`src/rtl/saremu_pkg.sv`:
```
// Package: types shared by the serial converter model.
// Assumes: nothing beyond IEEE 1800-2017.
package saremu_pkg;

    // One fast-clock view of the synchronised serial pins.
    typedef struct packed {
        logic active;   // select asserted (low on the pin)
        logic rise;     // serial clock rose this cycle
        logic fall;     // serial clock fell this cycle
        logic data;     // synchronised data input
    } ser_evt_t;

endpackage

```
`src/rtl/saremu_sync.sv`:
```
// Module: multi-stage synchroniser for one asynchronous pin.
// Assumes: STAGES >= 2; RST_VAL is the pin's idle level.
module saremu_sync #(
    parameter int   STAGES  = 2,
    parameter logic RST_VAL = 1'b0
) (
    input  logic clk,
    input  logic rst_n,
    input  logic d,
    output logic q
);
    logic [STAGES-1:0] stg;

    // Shift the pin through the flop chain.
    always_ff @(posedge clk) begin
        if (!rst_n) stg <= {STAGES{RST_VAL}};
        else        stg <= {stg[STAGES-2:0], d};
    end

    assign q = stg[STAGES-1];
endmodule

```
`src/rtl/saremu_front.sv`:
```
// Module: synchronises select, serial clock and data input, and turns the
//         serial clock into one-cycle rise/fall strobes.
// Assumes: the serial clock half period spans several fast clock cycles.
module saremu_front
    import saremu_pkg::*;
#(
    parameter int SYNC_STAGES = 2
) (
    input  logic     clk,
    input  logic     rst_n,
    input  logic     cs_n,
    input  logic     sclk,
    input  logic     din,
    output ser_evt_t evt
);
    localparam int       NPIN    = 3;
    localparam bit [2:0] RST_PAT = 3'b011; // {din, cs_n, sclk} idle levels

    logic [NPIN-1:0] pin_raw;
    logic [NPIN-1:0] pin_s;
    logic            sclk_d;

    assign pin_raw = {din, cs_n, sclk};

    for (genvar g = 0; g < NPIN; g++) begin : g_sync
        saremu_sync #(
            .STAGES  (SYNC_STAGES),
            .RST_VAL (RST_PAT[g])
        ) i_sync (
            .clk   (clk),
            .rst_n (rst_n),
            .d     (pin_raw[g]),
            .q     (pin_s[g])
        );
    end

    // Keep the previous synchronised serial clock for edge detection.
    always_ff @(posedge clk) begin
        if (!rst_n) sclk_d <= 1'b1;
        else        sclk_d <= pin_s[0];
    end

    // Build the event record from the synchronised pins.
    always_comb begin
        evt.active = ~pin_s[1];
        evt.rise   = pin_s[0] & ~sclk_d;
        evt.fall   = ~pin_s[0] & sclk_d;
        evt.data   = pin_s[2];
    end
endmodule

```
`src/rtl/saremu_seq.sv`:
```
// Module: frame sequencer. Counts rising and falling serial edges inside a
//         frame, collects the address bits and holds the channel for the
//         next frame.
// Assumes: FRAME_LEN > RES_W, NUM_CH a power of two >= 4.
module saremu_seq
    import saremu_pkg::*;
#(
    parameter int FRAME_LEN = 16,
    parameter int RES_W     = 12,
    parameter int NUM_CH    = 8,
    localparam int CNT_W    = $clog2(FRAME_LEN),
    localparam int CH_W     = $clog2(NUM_CH),
    localparam int IDX_W    = $clog2(RES_W)
) (
    input  logic             clk,
    input  logic             rst_n,
    input  ser_evt_t         evt,
    output logic [CH_W-1:0]  chan,
    output logic             cap_stb,
    output logic             out_stb,
    output logic             lead_bit,
    output logic [IDX_W-1:0] bit_idx
);
    localparam int LEAD    = FRAME_LEN - RES_W;     // leading zero count
    localparam int ADDR_LO = LEAD - CH_W + 1;       // rise count before first addr bit
    localparam int ADDR_HI = LEAD;                  // rise count before last addr bit
    localparam logic [CNT_W-1:0] LAST = CNT_W'(FRAME_LEN - 1);

    logic [CNT_W-1:0] rcnt;
    logic [CNT_W-1:0] fcnt;
    logic [CH_W-1:0]  addr_sr;
    logic [CNT_W-1:0] rem;
    logic             addr_win;

    assign addr_win = (rcnt >= CNT_W'(ADDR_LO)) && (rcnt <= CNT_W'(ADDR_HI));

    // Count rising edges, shift in the address, update the channel at frame end.
    always_ff @(posedge clk) begin
        if (!rst_n || !evt.active) begin
            rcnt    <= '0;
            addr_sr <= '0;
            chan    <= '0;
        end else if (evt.rise) begin
            rcnt <= (rcnt == LAST) ? '0 : rcnt + 1'b1;
            if (addr_win) addr_sr <= {addr_sr[CH_W-2:0], evt.data};
            if (rcnt == LAST) chan <= addr_sr;
        end
    end

    // Count falling edges inside the frame.
    always_ff @(posedge clk) begin
        if (!rst_n || !evt.active) fcnt <= '0;
        else if (evt.fall)         fcnt <= (fcnt == LAST) ? '0 : fcnt + 1'b1;
    end

    // Decode the current falling edge into output controls.
    always_comb begin
        rem      = LAST - fcnt;
        out_stb  = evt.active & evt.fall;
        cap_stb  = out_stb & (fcnt == CNT_W'(LEAD - 1));
        lead_bit = (fcnt < CNT_W'(LEAD));
        bit_idx  = IDX_W'(rem);
    end


    chan_hold_chk: assert property (@(posedge clk) disable iff (!rst_n)
        (evt.active && !(evt.rise && rcnt == LAST)) |=> $stable(chan));


    chan_clear_chk: assert property (@(posedge clk) disable iff (!rst_n)
        !evt.active |=> (chan == '0));


    frame_wrap_chk: assert property (@(posedge clk) disable iff (!rst_n)
        (evt.active && evt.fall && fcnt == LAST) |=> (fcnt == '0));
endmodule

```
`src/rtl/saremu_shift.sv`:
```
// Module: sample capture and serial output. Holds the sample taken at the
//         end of tracking and drives one result bit per falling edge.
// Assumes: strobes come from saremu_seq on the same fast clock.
module saremu_shift #(
    parameter int NUM_CH = 8,
    parameter int RES_W  = 12,
    localparam int CH_W  = $clog2(NUM_CH),
    localparam int IDX_W = $clog2(RES_W)
) (
    input  logic                    clk,
    input  logic                    rst_n,
    input  logic                    active,
    input  logic [NUM_CH*RES_W-1:0] ch_values,
    input  logic [CH_W-1:0]         chan,
    input  logic                    cap_stb,
    input  logic                    out_stb,
    input  logic                    lead_bit,
    input  logic [IDX_W-1:0]        bit_idx,
    output logic                    dout
);
    logic [RES_W-1:0] ch_arr [NUM_CH];
    logic [RES_W-1:0] sample;

    for (genvar g = 0; g < NUM_CH; g++) begin : g_unpack
        assign ch_arr[g] = ch_values[g*RES_W +: RES_W];
    end

    // Take the selected channel's value at the end of tracking.
    always_ff @(posedge clk) begin
        if (!rst_n)       sample <= '0;
        else if (cap_stb) sample <= ch_arr[chan];
    end

    // Drive zeros while idle or leading, else the indexed sample bit.
    always_ff @(posedge clk) begin
        if (!rst_n || !active) dout <= 1'b0;
        else if (out_stb)      dout <= lead_bit ? 1'b0 : sample[bit_idx];
    end


    reset_out_chk: assert property (@(posedge clk)
        !rst_n |=> (dout == 1'b0));


    idle_out_chk: assert property (@(posedge clk) disable iff (!rst_n)
        !active |=> (dout == 1'b0));


    lead_zero_chk: assert property (@(posedge clk) disable iff (!rst_n)
        (out_stb && lead_bit) |=> (dout == 1'b0));


    sample_hold_chk: assert property (@(posedge clk) disable iff (!rst_n)
        !cap_stb |=> $stable(sample));
endmodule

```
`src/rtl/sar_adc_emu.sv`:
```
// Module: top of the serial converter device model. Wires the pin front end,
//         the frame sequencer and the output shifter together.
// Assumes: serial clock idles high and runs well below clk/4.
module sar_adc_emu
    import saremu_pkg::*;
#(
    parameter int NUM_CH      = 8,
    parameter int RES_W       = 12,
    parameter int FRAME_LEN   = 16,
    parameter int SYNC_STAGES = 2
) (
    input  logic                    clk,
    input  logic                    rst_n,
    input  logic                    cs_n,
    input  logic                    sclk,
    input  logic                    din,
    input  logic [NUM_CH*RES_W-1:0] ch_values,
    output logic                    dout
);
    localparam int CH_W  = $clog2(NUM_CH);
    localparam int IDX_W = $clog2(RES_W);

    ser_evt_t         evt;
    logic [CH_W-1:0]  chan;
    logic             cap_stb;
    logic             out_stb;
    logic             lead_bit;
    logic [IDX_W-1:0] bit_idx;

    saremu_front #(
        .SYNC_STAGES (SYNC_STAGES)
    ) i_front (
        .clk   (clk),
        .rst_n (rst_n),
        .cs_n  (cs_n),
        .sclk  (sclk),
        .din   (din),
        .evt   (evt)
    );

    saremu_seq #(
        .FRAME_LEN (FRAME_LEN),
        .RES_W     (RES_W),
        .NUM_CH    (NUM_CH)
    ) i_seq (
        .clk      (clk),
        .rst_n    (rst_n),
        .evt      (evt),
        .chan     (chan),
        .cap_stb  (cap_stb),
        .out_stb  (out_stb),
        .lead_bit (lead_bit),
        .bit_idx  (bit_idx)
    );

    saremu_shift #(
        .NUM_CH (NUM_CH),
        .RES_W  (RES_W)
    ) i_shift (
        .clk       (clk),
        .rst_n     (rst_n),
        .active    (evt.active),
        .ch_values (ch_values),
        .chan      (chan),
        .cap_stb   (cap_stb),
        .out_stb   (out_stb),
        .lead_bit  (lead_bit),
        .bit_idx   (bit_idx),
        .dout      (dout)
    );
endmodule

```
`config.mk`:
```
export PLATFORM = sky130hd
export DESIGN_NAME = sar_adc_emu
export DESIGN_NICKNAME = d
export VERILOG_FILES = /design/src/rtl/saremu_pkg.sv /design/src/rtl/saremu_sync.sv /design/src/rtl/saremu_front.sv /design/src/rtl/saremu_seq.sv /design/src/rtl/saremu_shift.sv /design/src/rtl/sar_adc_emu.sv
export SDC_FILE = /design/constraint.sdc
export NUM_CORES = 1
export LEC_CHECK = 0
export ABC_AREA = 1
export BUFFER_PORTS_ARGS = -buffer_cell sky130_fd_sc_hd__buf_2
export CAP_MARGIN = 10
export CORE_ASPECT_RATIO = 1.25
export CORE_UTILIZATION = 25
export CTS_BUF_LIST = sky130_fd_sc_hd__clkbuf_16
export CTS_CLUSTER_DIAMETER = 30
export DETAILED_ROUTE_END_ITERATION = 8
export GPL_TIMING_DRIVEN = 0
export PLACE_DENSITY = 0.52
export SETUP_SLACK_MARGIN = 0.02
export SYNTH_ARGS = -nofsm -noshare
export SYNTH_HDL_FRONTEND = slang
export SYNTH_SLANG_ARGS = --single-unit
```
`constraint.sdc`:
```
create_clock -name clk -period 1.6 [get_ports clk]
set_input_delay 0 -clock clk [delete_from_list [all_inputs] [get_ports clk]]
set_output_delay 0 -clock clk [all_outputs]
set_load 0.005 [all_outputs]
```
==> flow_metrics.py, run 1 <==
metrics = {
    "run_status": {
        "outcome": "completed",
    },
    "global_routing": {
        "overflow": 0,
        "first_pass_grt_wire_length_microns": 11400,
        "via_count_of_the_first_global_routing_pass": 2531,
        "grt_start_max_net_pins": 11,
        "number_of_antenna_violations_at_the_first_check_in_global_routing": 0,
        "global_route.usage.total_pct": 15.8,
    },
    "worst_hold_path": {
        "hold_path_depth": 5,
        "hold_crit_start": "ch_values[20]",
        "hold_class": "input port to register",
        "whs_endpoint": "i_shift.sample[8]",
    },
    "floorplanning": {
        "floorplan.initialDensity_pct": 26.0,
        "die_width_microns": 87.0,
        "die_y_microns": 108,
        "io_pins": 102,
        "die_area_sq_um": 9420,
        "core_region_area_sq_um": 8700,
        "std_cell_rows": 38,
    },
    "clock_network": {
        "htree_num_levels": 2,
        "tritoncts": "yes",
        "cts_made_buffers": 5,
        "max-clock-path-buffers": 2,
        "cts_root_buf": "clkbuf_16",
        "numClockSinks": 34,
        "worst_setup_hold_path_clk_slew_ns": 0.05,
        "clk-insertion-delay-late_ns": 0.27,
    },
    "route": {
        "postRouteWirelength_microns": 7490,
        "wl_per_cell_microns": 12.6,
        "drcViolationCount": 0,
        "vias_per_cell": 4.52,
        "dr_total_vias": 2692,
        "detail_route.iter0.violations": 150,
        "drt_first_pass_iters": 4,
        "antenna_left": 0,
    },
    "yosys": {
        "mappedNetlistArea_sq_um": 2260,
        "synth_nets": 465,
        "synth_sequential_area_ratio_pct": 30.1,
        "synth.top_cells.by_area": "dfxtp_1, nor2_1, o21ai_0",
        "post_synth_edffs": 0,
        "postSynthCellCount": 361,
        "synth_top_area_cell": "dfxtp_1",
        "number_of_distinct_library_cell_variants_in_the_gate_level_netlist_after_synthesis": 27,
        "async_flop_share_pct": 0,
        "ys_ff_latch": 34,
        "yosys.area.top_type_share_pct": 30.1,
        "yosys_warnings": 0,
        "synth_ff_type": "dfxtp_1",
        "synth.avg_cell_area_sq_um": 6.26,
    },
    "placed_design": {
        "gpl.final_weighted_congestion": 0.818,
        "placement.io_buffers": 101,
        "postPlaceCellArea_sq_um": 2910,
        "post-dp-hpwl_microns": 5990,
        "dpl.cell_count": 582,
    },
    "worst_setup_path": {
        "worstSetupStartpointType": "register",
        "critPathBufInv": 2,
        "worst_ep_required_time_ns": 1.74,
        "reg2reg_setup_slack_ns": 0.16,
        "crit_arrival_ns": 1.58,
        "worst_r2r_path_depth": 7,
        "timing.critical_path.cells": "ha_2 > nand3_2 > nor3_4 > inv_1 > buf_4 > nand2_1 > a21oi_1",
        "cpPeakStageDelay_ns": 0.37,
        "path_delay_family": "simple AND/OR/NAND/NOR gates",
        "criticalPathCategory": "register to register",
        "reg2reg_from": "i_seq.fcnt[1]",
        "rr_endpoint": "i_shift.sample[10]",
        "timing.critical_path.slowest_stage_cell": "dfxtp_4",
        "worst-path-max-fanout": 10,
        "timing.critical_path.to_type": "register",
    },
    "power": {
        "design_power_total_mw": 1.94,
        "cellPowerDensity_nw_per_um2": 623,
        "leakage_power_nw": 1.35,
        "max-vdd-ir-drop_uv": 642,
    },
    "flow_run": {
        "drv.max_cap_violation_count": 0,
    },
    "timing": {
        "final_max_slew_viol_count": 0,
        "setup_viol": 0,
        "finalClockSkew_ns": 0.00276,
        "max_slew.worst_pin.slew_ns": 0.551,
        "max-slew-margin-rel_pct": 63.2,
        "final-hold-violation-count": 0,
        "rsz0062_at_grt": "no",
        "fin_tns_setup_ns": 0,
        "fmax_mhz": 692,
        "fin_crit_sh_pct": 90.3,
        "min_period_ns": 1.44,
    },
    "final_layout": {
        "layout.cells.most_common_list": "buf_2, nor2_1, o21ai_0",
        "mostFrequentLayoutCell": "buf_2",
        "final_net_count": 579,
        "n_fill_cell": 981,
        "post_layout_util_pct": 35.9,
        "multi_input_comb_area_sq_um": 1340,
        "stdcell_area_sq_um": 3120,
        "insertedDiodeCount": 0,
        "synthToLayoutAreaGrowth_pct": 38.2,
        "drive_gt1_share_pct": 29.5,
        "final_cells": 595,
        "layout.area.seq_sq_um": 684,
    },
}
[sequential cells by signal (all words and copies together) (netlist names)]
register / count
i_shift.sample: 12
i_front.g_sync.i_sync.stg: 6
i_seq.fcnt: 4
i_seq.rcnt: 4
i_seq.addr_sr: 3
i_seq.chan: 3
i_front.sclk_d: 1
i_shift.dout: 1
[Yosys cell counts (4+ instances only)]
master and n:
a21oi_1 25, buf_2 7, buf_4 5, clkbuf_1 5, dfxtp_1 34, inv_1 27, nand2_1 40, nand3_1 33
nor2_1 88, o211ai_1 9, o21ai_0 43, o21ai_1 18, or2_2 4
[cells by family (layout without fill, tap and decap cells)]
logic type      count (synthesis)  count (layout)  share of synthesized area, %
flops                          34              34                          30.1
compound gates                100             100                          24.4
fa+ha+maj                       3               3                          1.66
simple gates                  174             174                          33.0
buf+inv                        50             164                          10.8
[metrics by stage]
step | hold WS, ns | setup slack, ns
after floorplan | 0.0689 | 0.295
after global placement | 0.184 | 0.0275
after detailed placement | 0.188 | 0.0432
after CTS | 0.135 | 0.0343
after global routing | 0.175 | 0.0299
final | 0.143 | 0.156
[worst reg2reg max path, delay by kind of cell (launching register included)]
kind	cells	cell delay [ns]
and+or+nand+nor	3	0.43
DFF	1	0.37
buffers and inverters	2	0.27
adders and majority gates	1	0.19
AOI/OAI and AO/OA	1	0.06
[how the worst max path moves through the flow]
stage | to | cells after the start | slack, ns | startpoint
finish | i_shift.sample[10] | 7 | 0.16 | i_seq.fcnt[1]
global route | i_shift.sample[6] | 7 | 0.03 | i_seq.fcnt[1]
CTS | i_shift.sample[10] | 7 | 0.03 | i_seq.fcnt[1]
detailed placement | i_shift.sample[10] | 7 | 0.04 | i_seq.fcnt[1]
global placement | i_shift.sample[10] | 7 | 0.03 | i_seq.fcnt[1]
floorplan | i_shift.sample[10] | 7 | 0.30 | i_seq.fcnt[1]
[final cells by class]
type,count,area share (%)
flip-flops and latches,34,21.9
inverters,28,3.37
clock buffers,5,4.01
clock inverters,2,0.240
plain buffers,22,4.57
multi-input cells,277,43.0
well taps,120,4.81
repair buffers,107,18.0
[power breakdown]
part	switching, mW	leakage (nW)	internal [mW]
sequential	0.00428	0.276	0.855
clock	0.310	0.0723	0.554
combinational	0.0942	1.01	0.127
total	0.408	1.35	1.54
[layer usage]
layer	part of all wire, %	vias up	GRT usage, %
met1	43	1188	17.5
met4	0.89	0	4.64
met2	51	73	30.2
met5	0	-	0
li1	-	1426	-
met3	5.0	5	2.90
[repair_timing]
action / in CTS / in global routing
endpoints found under the hold margin: 5 / 0
resized for setup: 0 / 9
setup buffers: 0 / 1
hold buffers: 5 / 0
endpoints found under the setup margin: 0 / 14
No activity file was read; power rests on OpenSTA's default activity.
==> inputs of run 2 (changes only) <==
--- a/config.mk
+++ b/config.mk
@@ -8,7 +8,6 @@
 export ABC_AREA = 1
 export BUFFER_PORTS_ARGS = -buffer_cell sky130_fd_sc_hd__buf_2
 export CAP_MARGIN = 10
-export CORE_ASPECT_RATIO = 1.25
 export CORE_UTILIZATION = 25
 export CTS_BUF_LIST = sky130_fd_sc_hd__clkbuf_16
 export CTS_CLUSTER_DIAMETER = 30
==> flow_metrics.py, run 2 (synthesis results as in run 1) <==
metrics = {
    "clock_network": {
        "htree_num_levels": 2,
        "worst_setup_hold_path_clk_slew_ns": 0.05,
        "cts_root_buf": "clkbuf_16",
        "numClockSinks": 34,
        "clk-insertion-delay-late_ns": 0.28,
        "tritoncts": "yes",
        "max-clock-path-buffers": 2,
        "cts_made_buffers": 5,
    },
    "worst_setup_path": {
        "cpPeakStageDelay_ns": 0.39,
        "critPathBufInv": 2,
        "timing.critical_path.slowest_stage_cell": "dfxtp_4",
        "worst-path-max-fanout": 10,
        "criticalPathCategory": "register to register",
        "reg2reg_setup_slack_ns": 0.14,
        "rr_endpoint": "i_shift.sample[8]",
        "path_delay_family": "simple AND/OR/NAND/NOR gates",
        "crit_arrival_ns": 1.61,
        "worstSetupStartpointType": "register",
        "timing.critical_path.cells": "ha_2 > nand3_2 > nor3_4 > inv_1 > buf_4 > nand2_1 > a21oi_1",
        "worst_ep_required_time_ns": 1.74,
        "reg2reg_from": "i_seq.fcnt[1]",
        "worst_r2r_path_depth": 7,
        "timing.critical_path.to_type": "register",
    },
    "placed_design": {
        "placement.io_buffers": 101,
        "post-dp-hpwl_microns": 5940,
        "gpl.final_weighted_congestion": 0.851,
        "postPlaceCellArea_sq_um": 2900,
    },
    "global_routing": {
        "global_route.usage.met1_pct": 20.8,
        "number_of_antenna_violations_at_the_first_check_in_global_routing": 0,
        "gr_util_met3_pct": 2.82,
        "overflow": 0,
        "busiest_layer": "met2",
        "via_count_of_the_first_global_routing_pass": 2625,
        "global_route.usage.total_pct": 15.6,
        "grt_start_max_net_pins": 11,
        "use_met2_pct": 26.5,
        "first_pass_grt_wire_length_microns": 12000,
    },
    "timing": {
        "max_slew.worst_pin.slew_ns": 0.569,
        "setup_viol": 0,
        "min_period_ns": 1.46,
        "finalClockSkew_ns": 0.00464,
        "final_max_slew_viol_count": 0,
        "fmax_mhz": 683,
        "max-slew-margin-rel_pct": 62.1,
        "fin_tns_setup_ns": 0,
        "final-hold-violation-count": 0,
        "rsz0062_at_grt": "no",
        "fin_crit_sh_pct": 91.5,
    },
    "worst_hold_path": {
        "whs_endpoint": "i_shift.sample[9]",
        "hold_class": "input port to register",
        "hold_crit_start": "ch_values[69]",
        "hold_path_depth": 5,
    },
    "final_layout": {
        "layout_top_registers": "i_shift.sample (12), i_front.g_sync.i_sync.stg (6)",
        "final_net_count": 579,
        "stdcell_area_sq_um": 3110,
        "synthToLayoutAreaGrowth_pct": 37.9,
        "layout.cells.most_common_list": "buf_2, nor2_1, o21ai_0",
        "top_register": "i_shift.sample",
        "largest_register_ffs": 12,
        "mostFrequentLayoutCell": "buf_2",
        "insertedDiodeCount": 0,
        "drive_gt1_share_pct": 29.6,
    },
    "floorplanning": {
        "die_y_microns": 97.0,
        "die_width_microns": 97.0,
        "io_pins": 102,
        "floorplan.initialDensity_pct": 25.9,
        "die_area_sq_um": 9420,
        "std_cell_rows": 34,
        "core_region_area_sq_um": 8720,
    },
    "route": {
        "antenna_left": 0,
        "detail_route.iter0.violations": 92,
        "drt_first_pass_iters": 4,
        "drcViolationCount": 0,
        "vias_per_cell": 4.70,
        "postRouteWirelength_microns": 7430,
        "wl_per_cell_microns": 12.7,
        "dr_total_vias": 2742,
    },
    "power": {
        "leakage_power_nw": 1.35,
        "cellPowerDensity_nw_per_um2": 635,
        "max-vdd-ir-drop_uv": 338,
    },
    "run_status": {
        "outcome": "completed",
    },
    "flow_run": {
        "drv.max_cap_violation_count": 0,
    },
}
==> run 2: changes by cell type in the layout (fill, tap and decap cells not counted) <==
cell | before | now
clkbuf_2 | 3 | 4
inv_1 | 29 | 27
buf_2 | 107 | 106
clkinv_1 | 0 | 3
buf_4 | 7 | 8
clkbuf_1 | 4 | 3
==> run 2: how the worst max path moves through the flow <==
| stage | startpoint | end | slack (ns) | cells after the start |
|---|---|---|---|---|
| finish | i_seq.fcnt[1] | i_shift.sample[8] | 0.14 | 7 |
| global route | i_seq.chan[0] | i_shift.sample[10] | 0.02 | 8 |
| CTS | i_seq.rcnt[1] | i_seq.chan[2] | 0.09 | 6 |
| detailed placement | i_seq.fcnt[1] | i_shift.sample[8] | -0.0007 | 7 |
| global placement | i_seq.fcnt[1] | i_shift.sample[4] | 0.06 | 7 |
| floorplan | i_seq.fcnt[1] | i_shift.sample[10] | 0.30 | 7 |
==> run 2: final cells by class <==
| type | count | area (sq um) |
|---|---|---|
| Fill cell | 946 | 5610 |
| Multi-Input combinational cell | 277 | 1340 |
| Sequential cell | 34 | 684 |
| Timing Repair Buffer | 107 | 563 |
| Buffer | 22 | 146 |
| Tap cell | 108 | 135 |
| Clock buffer | 5 | 125 |
| Inverter | 28 | 105 |
| Clock inverter | 3 | 11.3 |
==> run 2: power breakdown <==
group	internal [mW]	switching, mW
logic	0.127	0.0988
clock network	0.559	0.333
registers	0.854	0.00459
==> run 2: worst reg2reg max path: cells and delay by family, from the launching register on <==
family	cells	cell delay, ns
compound gates	1	0.06
fa+ha+maj	1	0.20
buf+inv	2	0.28
flops	1	0.39
simple gates	3	0.41
==> run 2: stage by stage <==
step | util, % | setup WS [ns] | power (mW) | hold WS (ns) | std cells
floorplan | - | 0.295 | 0.950 | 0.0689 | 361
global placement | 33.2 | 0.0551 | 1.09 | 0.183 | 570
detailed placement | 33.2 | -0.000724 | 1.09 | 0.186 | 570
CTS | 35.4 | 0.0858 | 2.00 | 0.152 | 583
global route | 35.7 | 0.0228 | 2.06 | 0.172 | 584
finish | 35.7 | 0.136 | 1.98 | 0.136 | 584
==> run 2: layer usage <==
layer | up-vias | part of all wire, % | wire length [microns]
li1 | 1427 | - | -
met1 | 1247 | 47 | 3460
met2 | 62 | 48 | 3540
met3 | 6 | 5.2 | 387
met4 | 0 | 0.48 | 36
met5 | - | 0 | 0
==> run 2: what timing repair did <==
item / 4_1_cts / 5_1_grt
endpoints found under the hold margin: 5 / 0
pin swaps: 0 / 3
buffers inserted: 0 / 1
gates cloned: 0 / 0
endpoints found under the setup margin: 10 / 13
hold buffers: 5 / 0
gates resized for setup: 1 / 12
